==> config.mk <==
export PLATFORM = sky130hd
export DESIGN_NAME = cmdq_sched
export DESIGN_NICKNAME = d
export VERILOG_FILES = /design/src/rtl/cmdq_pkg.sv /design/src/rtl/cmdq_fifo.sv /design/src/rtl/cmdq_esc_ser.sv /design/src/rtl/cmdq_sched.sv
export SDC_FILE = /design/constraint.sdc
export NUM_CORES = 2
export LEC_CHECK = 0
export BUFFER_PORTS_ARGS = -buffer_cell sky130_fd_sc_hd__clkbuf_2
export CAP_MARGIN = 25
export CORE_UTILIZATION = 30
export CTS_CLUSTER_SIZE = 20
export DETAILED_ROUTE_END_ITERATION = 16
export GPL_TIMING_DRIVEN = 0
export SYNTH_ARGS = -nofsm -noshare
export SYNTH_HDL_FRONTEND = slang
export SYNTH_SLANG_ARGS = --single-unit
==> constraint.sdc <==
create_clock -name clk -period 4.4 [get_ports clk]
set_clock_uncertainty 0.2 [all_clocks]
set_input_delay 0.66 -clock clk [delete_from_list [all_inputs] [get_ports clk]]
set_output_delay 0.66 -clock clk [all_outputs]
set_load 0.02 [all_outputs]
==> src/rtl/cmdq_pkg.sv <==
package cmdq_pkg;

  localparam logic [7:0] LPDT_CODE   = 8'hE1;
  localparam logic [7:0] ULPS_CODE   = 8'h1E;
  localparam int unsigned LPDT_MAX   = 251;
  localparam int unsigned SHORT_BYTES = 4;

  typedef enum logic [2:0] {
    ST_IDLE, ST_HPAY, ST_ESC, ST_LHDR, ST_LPAY, ST_ULPS
  } st_e;

  typedef struct packed {
    logic [15:0] wc;
    logic [7:0]  dt;
  } pkt_hdr_t;

  function automatic logic is_long_dt(input logic [7:0] dt);
    return (dt == 8'h29) || (dt == 8'h39);
  endfunction

  function automatic logic is_short_dt(input logic [7:0] dt);
    case (dt)
      8'h03, 8'h13, 8'h23, 8'h05, 8'h15, 8'h06, 8'h37: return 1'b1;
      default: return 1'b0;
    endcase
  endfunction

  // Header acceptable for the current transport and payload capacity
  function automatic logic hdr_ok(input logic [23:0] h, input logic lp,
                                  input int unsigned cap);
    int unsigned wc;
    wc = int'(h[23:8]);
    if (is_short_dt(h[7:0])) return 1'b1;
    if (!is_long_dt(h[7:0])) return 1'b0;
    if (wc > cap) return 1'b0;
    if (lp && (wc > LPDT_MAX)) return 1'b0;
    return 1'b1;
  endfunction

  // Short packet fits when its bytes are covered by remaining cycles times lanes
  function automatic logic slot_fits(input logic [15:0] left, input int unsigned lanes);
    return (int'(left) * lanes) >= SHORT_BYTES;
  endfunction

endpackage

==> src/rtl/cmdq_fifo.sv <==
module cmdq_fifo #(
  parameter int W     = 8,
  parameter int DEPTH = 16
) (
  input  logic          clk,
  input  logic          rst_n,
  input  logic          flush,
  input  logic          wr,
  input  logic [W-1:0]  wdata,
  input  logic          rd,
  output logic [W-1:0]  rdata,
  output logic          empty,
  output logic          full,
  output logic [$clog2(DEPTH+1)-1:0] count
);
  localparam int AW = (DEPTH > 1) ? $clog2(DEPTH) : 1;
  localparam int CW = $clog2(DEPTH+1);

  logic [W-1:0]  mem [DEPTH];
  logic [AW-1:0] wp, rp;
  logic [CW-1:0] cnt;
  logic          do_wr, do_rd;

  assign empty = (cnt == '0);
  assign full  = (cnt == CW'(DEPTH));
  assign count = cnt;
  assign do_wr = wr && !full;
  assign do_rd = rd && !empty;
  assign rdata = mem[rp];

  function automatic logic [AW-1:0] bump(input logic [AW-1:0] p);
    return (p == AW'(DEPTH-1)) ? '0 : p + 1'b1;
  endfunction

  always_ff @(posedge clk) begin
    if (!rst_n || flush) begin
      wp  <= '0;
      rp  <= '0;
      cnt <= '0;
    end else begin
      if (do_wr) wp <= bump(wp);
      if (do_rd) rp <= bump(rp);
      case ({do_wr, do_rd})
        2'b10:   cnt <= cnt + 1'b1;
        2'b01:   cnt <= cnt - 1'b1;
        default: cnt <= cnt;
      endcase
    end
  end

  always_ff @(posedge clk) begin
    if (do_wr) mem[wp] <= wdata;
  end
endmodule

==> src/rtl/cmdq_esc_ser.sv <==
module cmdq_esc_ser (
  input  logic       clk,
  input  logic       rst_n,
  input  logic       start,
  input  logic [7:0] code,
  output logic       vld,
  output logic       bit_o,
  output logic       last
);
  logic [7:0] sh;
  logic [3:0] left;

  assign vld   = (left != 4'd0);
  assign bit_o = sh[7];
  assign last  = (left == 4'd1);

  always_ff @(posedge clk) begin
    if (!rst_n) begin
      sh   <= '0;
      left <= '0;
    end else if (start) begin
      sh   <= code;
      left <= 4'd8;
    end else if (vld) begin
      sh   <= {sh[6:0], 1'b0};
      left <= left - 4'd1;
    end
  end
endmodule

==> src/rtl/cmdq_sched.sv <==
module cmdq_sched
  import cmdq_pkg::*;
#(
  parameter int QDEPTH = 8,
  parameter int DDEPTH = 256,
  parameter int LANES  = 4
) (
  input  logic             clk,
  input  logic             rst_n,
  input  logic             cfg_cmd_mode,
  input  logic             cfg_lpdt,
  input  logic             ulps_req,
  input  logic             blank_active,
  input  logic [15:0]      blank_left,
  input  logic             hdr_wr,
  input  logic [23:0]      hdr_wdata,
  input  logic             pay_wr,
  input  logic [7:0]       pay_wdata,
  output logic             hs_start,
  output logic [23:0]      hs_hdr,
  output logic             hs_pay_vld,
  output logic [7:0]       hs_pay_byte,
  output logic             esc_code_vld,
  output logic             esc_code_bit,
  output logic [LANES-1:0] esc_data_lanes,
  output logic             esc_clk_lane,
  output logic             lp_byte_vld,
  output logic [7:0]       lp_byte,
  output logic             ulps_active,
  output logic             img_flush,
  output logic             video_restart,
  output logic             irq_bad_dt
);
  localparam int QCW = $clog2(QDEPTH+1);
  localparam int DCW = $clog2(DDEPTH+1);

  st_e         st;
  pkt_hdr_t    cur;
  logic [15:0] left;
  logic [1:0]  hidx;
  logic        esc_ulps;

  logic [23:0]    q_rdata;
  logic           q_empty, q_full;
  logic [QCW-1:0] q_count;
  logic [7:0]     d_rdata;
  logic           d_empty, d_full;
  logic [DCW-1:0] d_count;

  // Named internal events
  pkt_hdr_t head;
  logic ulps_go, idle_ok, bad_head, pay_ready, send_hs, send_lp;
  logic q_pop, d_pop, ser_vld, ser_bit, ser_last;

  assign head      = pkt_hdr_t'(q_rdata);
  assign ulps_go   = ulps_req && (st != ST_ULPS) && !((st == ST_ESC) && esc_ulps);
  assign idle_ok   = (st == ST_IDLE) && !ulps_go && !q_empty;
  assign bad_head  = idle_ok && !hdr_ok(q_rdata, cfg_lpdt, DDEPTH);
  assign pay_ready = !is_long_dt(head.dt) || ({16'b0, head.wc} <= 32'(d_count));
  assign send_hs   = idle_ok && !bad_head && !cfg_lpdt && pay_ready &&
                     (cfg_cmd_mode ||
                      (!is_long_dt(head.dt) && blank_active && slot_fits(blank_left, LANES)));
  assign send_lp   = idle_ok && !bad_head && cfg_lpdt && cfg_cmd_mode && pay_ready;
  assign q_pop     = bad_head || send_hs || send_lp;
  assign d_pop     = (st == ST_HPAY) || (st == ST_LPAY);

  cmdq_fifo #(.W(24), .DEPTH(QDEPTH)) u_hq (
    .clk(clk), .rst_n(rst_n), .flush(ulps_go),
    .wr(hdr_wr), .wdata(hdr_wdata), .rd(q_pop), .rdata(q_rdata),
    .empty(q_empty), .full(q_full), .count(q_count)
  );

  cmdq_fifo #(.W(8), .DEPTH(DDEPTH)) u_dq (
    .clk(clk), .rst_n(rst_n), .flush(ulps_go),
    .wr(pay_wr), .wdata(pay_wdata), .rd(d_pop), .rdata(d_rdata),
    .empty(d_empty), .full(d_full), .count(d_count)
  );

  cmdq_esc_ser u_ser (
    .clk(clk), .rst_n(rst_n), .start(send_lp || ulps_go),
    .code(ulps_go ? ULPS_CODE : LPDT_CODE),
    .vld(ser_vld), .bit_o(ser_bit), .last(ser_last)
  );

  always_ff @(posedge clk) begin
    if (!rst_n) begin
      st       <= ST_IDLE;
      cur      <= '0;
      left     <= '0;
      hidx     <= '0;
      esc_ulps <= 1'b0;
    end else if (ulps_go) begin
      st       <= ST_ESC;
      esc_ulps <= 1'b1;
    end else begin
      case (st)
        ST_IDLE: begin
          if (send_hs && is_long_dt(head.dt) && (head.wc != 16'd0)) begin
            st   <= ST_HPAY;
            left <= head.wc;
          end else if (send_lp) begin
            st       <= ST_ESC;
            esc_ulps <= 1'b0;
            cur      <= head;
          end
        end
        ST_HPAY, ST_LPAY: begin
          left <= left - 16'd1;
          if (left == 16'd1) st <= ST_IDLE;
        end
        ST_ESC: begin
          if (ser_last) begin
            st   <= esc_ulps ? ST_ULPS : ST_LHDR;
            hidx <= '0;
          end
        end
        ST_LHDR: begin
          hidx <= hidx + 2'd1;
          if (hidx == 2'd2) begin
            if (is_long_dt(cur.dt) && (cur.wc != 16'd0)) begin
              st   <= ST_LPAY;
              left <= cur.wc;
            end else begin
              st <= ST_IDLE;
            end
          end
        end
        ST_ULPS: if (!ulps_req) st <= ST_IDLE;
        default: st <= ST_IDLE;
      endcase
    end
  end

  assign hs_start       = send_hs;
  assign hs_hdr         = q_rdata;
  assign hs_pay_vld     = (st == ST_HPAY);
  assign hs_pay_byte    = d_rdata;
  assign esc_code_vld   = ser_vld;
  assign esc_code_bit   = ser_bit;
  assign esc_data_lanes = !ser_vld ? '0 : (esc_ulps ? {LANES{1'b1}} : LANES'(1));
  assign esc_clk_lane   = ser_vld && esc_ulps;
  assign lp_byte_vld    = (st == ST_LHDR) || (st == ST_LPAY);
  assign lp_byte        = (st == ST_LPAY) ? d_rdata :
                          (hidx == 2'd0)  ? cur.dt  :
                          (hidx == 2'd1)  ? cur.wc[7:0] : cur.wc[15:8];
  assign ulps_active    = (st == ST_ULPS);
  assign img_flush      = ulps_go;
  assign video_restart  = (st == ST_ULPS) && !ulps_req;
  assign irq_bad_dt     = bad_head;
endmodule

Word level (Yosys, flattened, before mapping). Memory sizes are Yosys's and may differ from the RTL's. A register that Yosys moved wholly into a read port is not among the register bits. Cells that the tools add are included.

Register bits after elaboration: 93. Bits in latches: 0. Bits in writable memories: 2240. Bits in read-only memories: 0. Bits of input ports: 56. Output and inout port bits: 54. Logic and storage cells: 214. Memories kept: 2.

Add/subtract/negate cells: 11. Multipliers: 0. Divide/modulo/power cells: 0. Order comparisons: 4. Eq/ne operators: 44. Shifts and indexed selects: 0. Mux-type cells: 63. Bitwise operators: 3. Reductions and logical operators: 71.

Memories: u_dq.mem (words 256, bits a word 8, rd ports 1, clocked after memory_dff 1, write ports 1, line cmdq_fifo.sv:19) `logic [W-1:0] mem [DEPTH];`; u_hq.mem (words 8, bits a word 24, rd ports 1, clocked after memory_dff 1, write ports 1, line cmdq_fifo.sv:19).

Operators by type and width (count): 2-to-1 mux 8 bit (10); equality test 8 x 6 -> 1 bit (second input constant) (6); 2-to-1 mux 16 bit (3); case mux 16 bit (3 select lines) (1); 2-to-1 mux 3 bit (12); nonzero test 16 bit (2); 2-to-1 mux 1 bit (27); logical AND 1 bit (25); >= comparator 18 x 3 -> 1 bit (second input constant) (1); case mux 9 bit (2 select lines) (1); adder 8 x 1 -> 8 bit (second input constant) (2); equality test 16 x 1 -> 1 bit (second input constant) (1); equality test 8 x 3 -> 1 bit (second input constant) (2); equality test 8 x 5 -> 1 bit (second input constant) (2); equality test 8 bit (second input constant) (2); > comparator 16 x 8 -> 1 bit (second input constant) (1); > comparator 16 x 9 -> 1 bit (second input constant) (1); <= comparator 16 x 9 -> 1 bit (1); 2-to-1 mux 4 bit (4); subtractor 16 x 1 -> 16 bit (second input constant) (1); inequality test 3 x 2 -> 1 bit (second input constant) (5); case mux 3 bit (5 select lines) (1); AND reduction 5 bit (3); equality test 3 bit (second input constant) (4); other kinds (35) (78).

Longest topological paths before layout.
Word-level depth: 26. Mapped depth: 22. Depth with buffers taken out: 19.

Hierarchy. A second synthesis with hierarchy kept.

Cell total of the unflattened synthesis: 4748. Area total of the unflattened synthesis: 92557.5 um^2.

Modules (own cells, without submodules): cmdq_fifo (u_dq) (times used 1, cells each 3923, area an instance 80852.5 um^2, sequential area each 62159.6 um^2); cmdq_fifo (u_hq) (times used 1, cells each 359, area an instance 7906.3 um^2, sequential area each 6025.8 um^2); cmdq_sched (times used 1, cells each 402, area an instance 3243.1 um^2, sequential area each 920.9 um^2); cmdq_esc_ser (times used 1, cells each 64, area an instance 555.5 um^2, sequential area each 240.2 um^2).

Worst setup path before layout. OpenSTA, ideal clock, no wires.

Path kind: flip-flop to output port. Start point: register with a tool-made name. End point: output lp_byte[5]. Arrival: 3.804 ns. Data required time: 3.540 ns. Setup slack: -0.264 ns. Cell stages (with the launch flop): 13. Buffers on the path: 4. Cells stage by stage: dfxtp_1 clkbuf_1 clkbuf_1 buf_1 buf_1 mux4_2 mux4_2 a22oi_1 nand2_1 a22oi_1 o221ai_1 nand2_1 o21ai_0.

RTL lines: end, declared (line cmdq_sched.sv:28) `output logic [7:0] lp_byte,`.

==> impl_metrics.tcl <==
set metrics [dict create \
    status "finished with violations" \
    failed_checks "negative setup slack" \
    die_w_um 555 \
    htreeDepth 4 \
    seqCellArea_sq_um 69400 \
    finalSetupViolations 21 \
    slowest_delay_ns 0.55 \
    drc_errors 0 \
    yosys.area_share.simple_pct 3.04 \
    clk_path_buf_depth 3 \
    p_leak_nw 32.5 \
    worst_hold_path_type "in -> reg" \
    first_iter_violations 5828 \
    period_share_pct 124 \
    drv_slew 0 \
    track_usage_pct 15.6 \
    final_nets 4920 \
    core-area_sq_um 304000 \
    port_buffers 109 \
    setup_slack_ns -1.06 \
    end_kind "primary output" \
    synth_xor_area_share_pct 0.181 \
    clk_pin_slew_ns 0.06 \
    worstPathRequired_ns 3.54 \
    synth_top_area_share_pct 73.2 \
    synth_compound_area_share_pct 1.99 \
    max_freq_mhz 183 \
    num_vias 46911 \
    relSlewSlack_pct 29.0 \
    rsz0062_at_grt "yes" \
    dp_slack_ns -2.09 \
    synth_cells 4337 \
    powerDensity_nw_per_um2 415 \
    syn-num-nets 4431 \
    max-cap-violations 0 \
    root_buffer "clkbuf_16" \
    synthMuxAreaShare_pct 17.5 \
    synth_edf_count 2240 \
    synthTopCellsByCount "edfxtp_1 (2240), mux4_2 (684), nor2_1 (368)" \
    stdcell_count 9106 \
    seq_area_frac_synth_pct 75.5 \
    numPlacedInstances 8591 \
    multi_input_area_sq_um 22400 \
    area_delta_synth_final_pct 18.3 \
    yosys.area_share.adder_pct 0.534 \
    met2_usage_pct 24.8 \
    placementRows 202 \
    synth_area_sq_um 91900 \
    cts.sinks 2344 \
    antenna_found_initial 10 \
    final_antenna_net_count 0 \
    yosysMostFrequentCell "edfxtp_1" \
    worstSetupPathType "reg -> out" \
    grt_max_degree 160 \
    synth_top_area_cell "edfxtp_1" \
    place.gp.congestion 0.915 \
    cp_common_cell "buf_12" \
    fin_crit_ns 5.46 \
    routed_wl_um 243000 \
    grt_pass1_wl_um 346000 \
    start_util_pct 30.2 \
    dieArea_sq_um 309000 \
    utilization_pct 35.8 \
    synth_ff_type "edfxtp_1" \
    dr.pass1.iters 6 \
    cts_tree "built" \
    synth_cell_types 75 \
    clock_latency_ns 0.88 \
    fillers 27879 \
    synth_top_family_by_area "multiplexers" \
    holdPathStages 3 \
    die_y_um 555 \
    gr-max-usage-layer "met2" \
    synthArstFlopShare_pct 0 \
    cp-start-kind "flip-flop" \
    avgSynthCellArea_sq_um 21.2 \
    crit_chain "clkbuf_16, buf_12, buf_12, buf_12, buf_6, mux4_2, mux4_2, a22oi_2, nand2_2, a22oi_2, o221ai_4, nand2_1, o21ai_1, buf_4" \
    drive_gt1_share_pct 32.1 \
    hold_viol_final 0 \
    hpwl_um 162000 \
    vias_per_cell 5.15 \
    met1_usage_pct 21.1 \
    critPathSlowestCell "mux4_2" \
    irDropWorstVdd_mv 0.340 \
    grt_pass1_vias 46663 \
    io_pins 110 \
    ys_warn_count 0 \
    critPathMaxFanout 7 \
    cts_made_buffers 222 \
    overflow 0 \
    yosys-top-cells-area "edfxtp_1 (73%), mux4_2 (17%), dfxtp_1 (2.3%), nor2_1 (1.5%), clkbuf_1 (0.62%)" \
    critPathArrivalTime_ns 4.60 \
    rr_worst_depth 20 \
    tightest_slew_ns 1.06 \
    wl_per_cell_um 26.7 \
    grtUsageMet3_pct 3.34 \
    ys_ff_latch 2344 \
]
logic make-up after synthesis:
kind of cell | Yosys count
adder cells (fa/ha/maj) | 38
XOR/XNOR | 19
multiplexers | 749
buffers and inverters | 292
AO/OA/AOI/OAI | 257
AND/OR/NAND/NOR | 638
flip-flops | 2344
per-layer routing:
metal | vias to the layer above | routed length (um)
li1 | 19089 | -
met1 | 25373 | 100000
met2 | 2079 | 116000
met3 | 366 | 19500
met4 | 4 | 7800
met5 | - | 18
power by group:
group          switching [mW]  internal [mW]
registers              0.0476           24.5
logic                    1.14          0.588
clock network            8.50           10.4
total                    9.69           35.4
cell usage in the layout, fill, tap and decap left out, types with 15 or more instances in the layout:
cell,count
dlygate4sd3_1,27
a21oi_1,55
mux2i_1,36
mux4_2,684
buf_8,39
clkbuf_8,19
edfxtp_1,2240
ha_1,27
a22oi_1,15
bufinv_16,15
buf_4,83
nand2_1,81
clkbuf_16,228
nor2b_1,19
clkbuf_2,128
clkbuf_4,25
nor2_2,48
buf_2,22
inv_1,40
clkinv_1,59
nand3_1,41
buf_12,19
nor2_1,318
dfxtp_1,100
nor3_1,21
o21ai_0,28
buf_6,48
clkinv_2,39
clkbuf_1,134
a22oi_2,27
buf_16,16
sequential cells by signal, indices dropped and copies added (netlist names), named ones only:
name / flops
cur: 24
esc_ulps: 1
hidx: 2
left: 16
st: 3
u_dq.count: 9
u_dq.mem: 2048
u_dq.rp: 8
u_dq.wp: 8
u_hq.count: 4
u_hq.mem: 192
u_hq.rp: 3
u_hq.wp: 3
u_ser.left: 4
u_ser.sh: 8
through the flow:
step	hold slack [ns]	instance area [sq um]	setup TNS (ns)	power (mW)
5_1_grt	0.0460	109000	-17.56	46.3
3_5_place_dp	0.238	98900	-64.66	26.5
6_report	0.0600	109000	-15.98	45.1
3_3_place_gp	0.251	97600	-2647.29	26.5
2_1_floorplan	0.222	92000	0	25.7
4_1_cts	0.00510	108000	-15.44	45.4
path summary, 6_finish.rpt:
check	startpoint	to	slack (ns)
max	flip-flop	lp_byte[7]	-1.06
min reg2reg	cur[6]$_SDFFE_PN0P_	cur[6]$_SDFFE_PN0P_	0.26
max reg2reg	flip-flop	u_hq.count[3]$_SDFFE_PP0P_	-0.17
min	rst_n	cur[1]$_SDFFE_PN0P_	0.06
final cells by class:
cell class	instances	area share, %
Antenna cell	3	0.00691
Timing Repair Buffer	267	2.47
Sequential cell	2344	63.8
Buffer	244	1.60
Tap cell	4080	4.70
Multi-Input combinational cell	1701	20.6
Clock buffer	283	5.39
Inverter	46	0.173
Clock inverter	138	1.23
worst max-delay path, delay by kind of cell (launching register included):
family	cells	cell delay, ns
AO/OA/AOI/OAI	4	1.05
buffers and inverters	6	0.85
flip-flops	1	0.43
multiplexers	2	1.05
AND/OR/NAND/NOR	2	0.30
repair_timing:
action	in CTS	in global routing
hold buffers	27	0
buffers inserted	45	16
cloned	2	0
setup endpoints to repair	99	479
endpoints found under the hold margin	228	0
gates resized for setup	484	97
pin swaps	59	34
No activity file was read; power rests on OpenSTA's default activity.
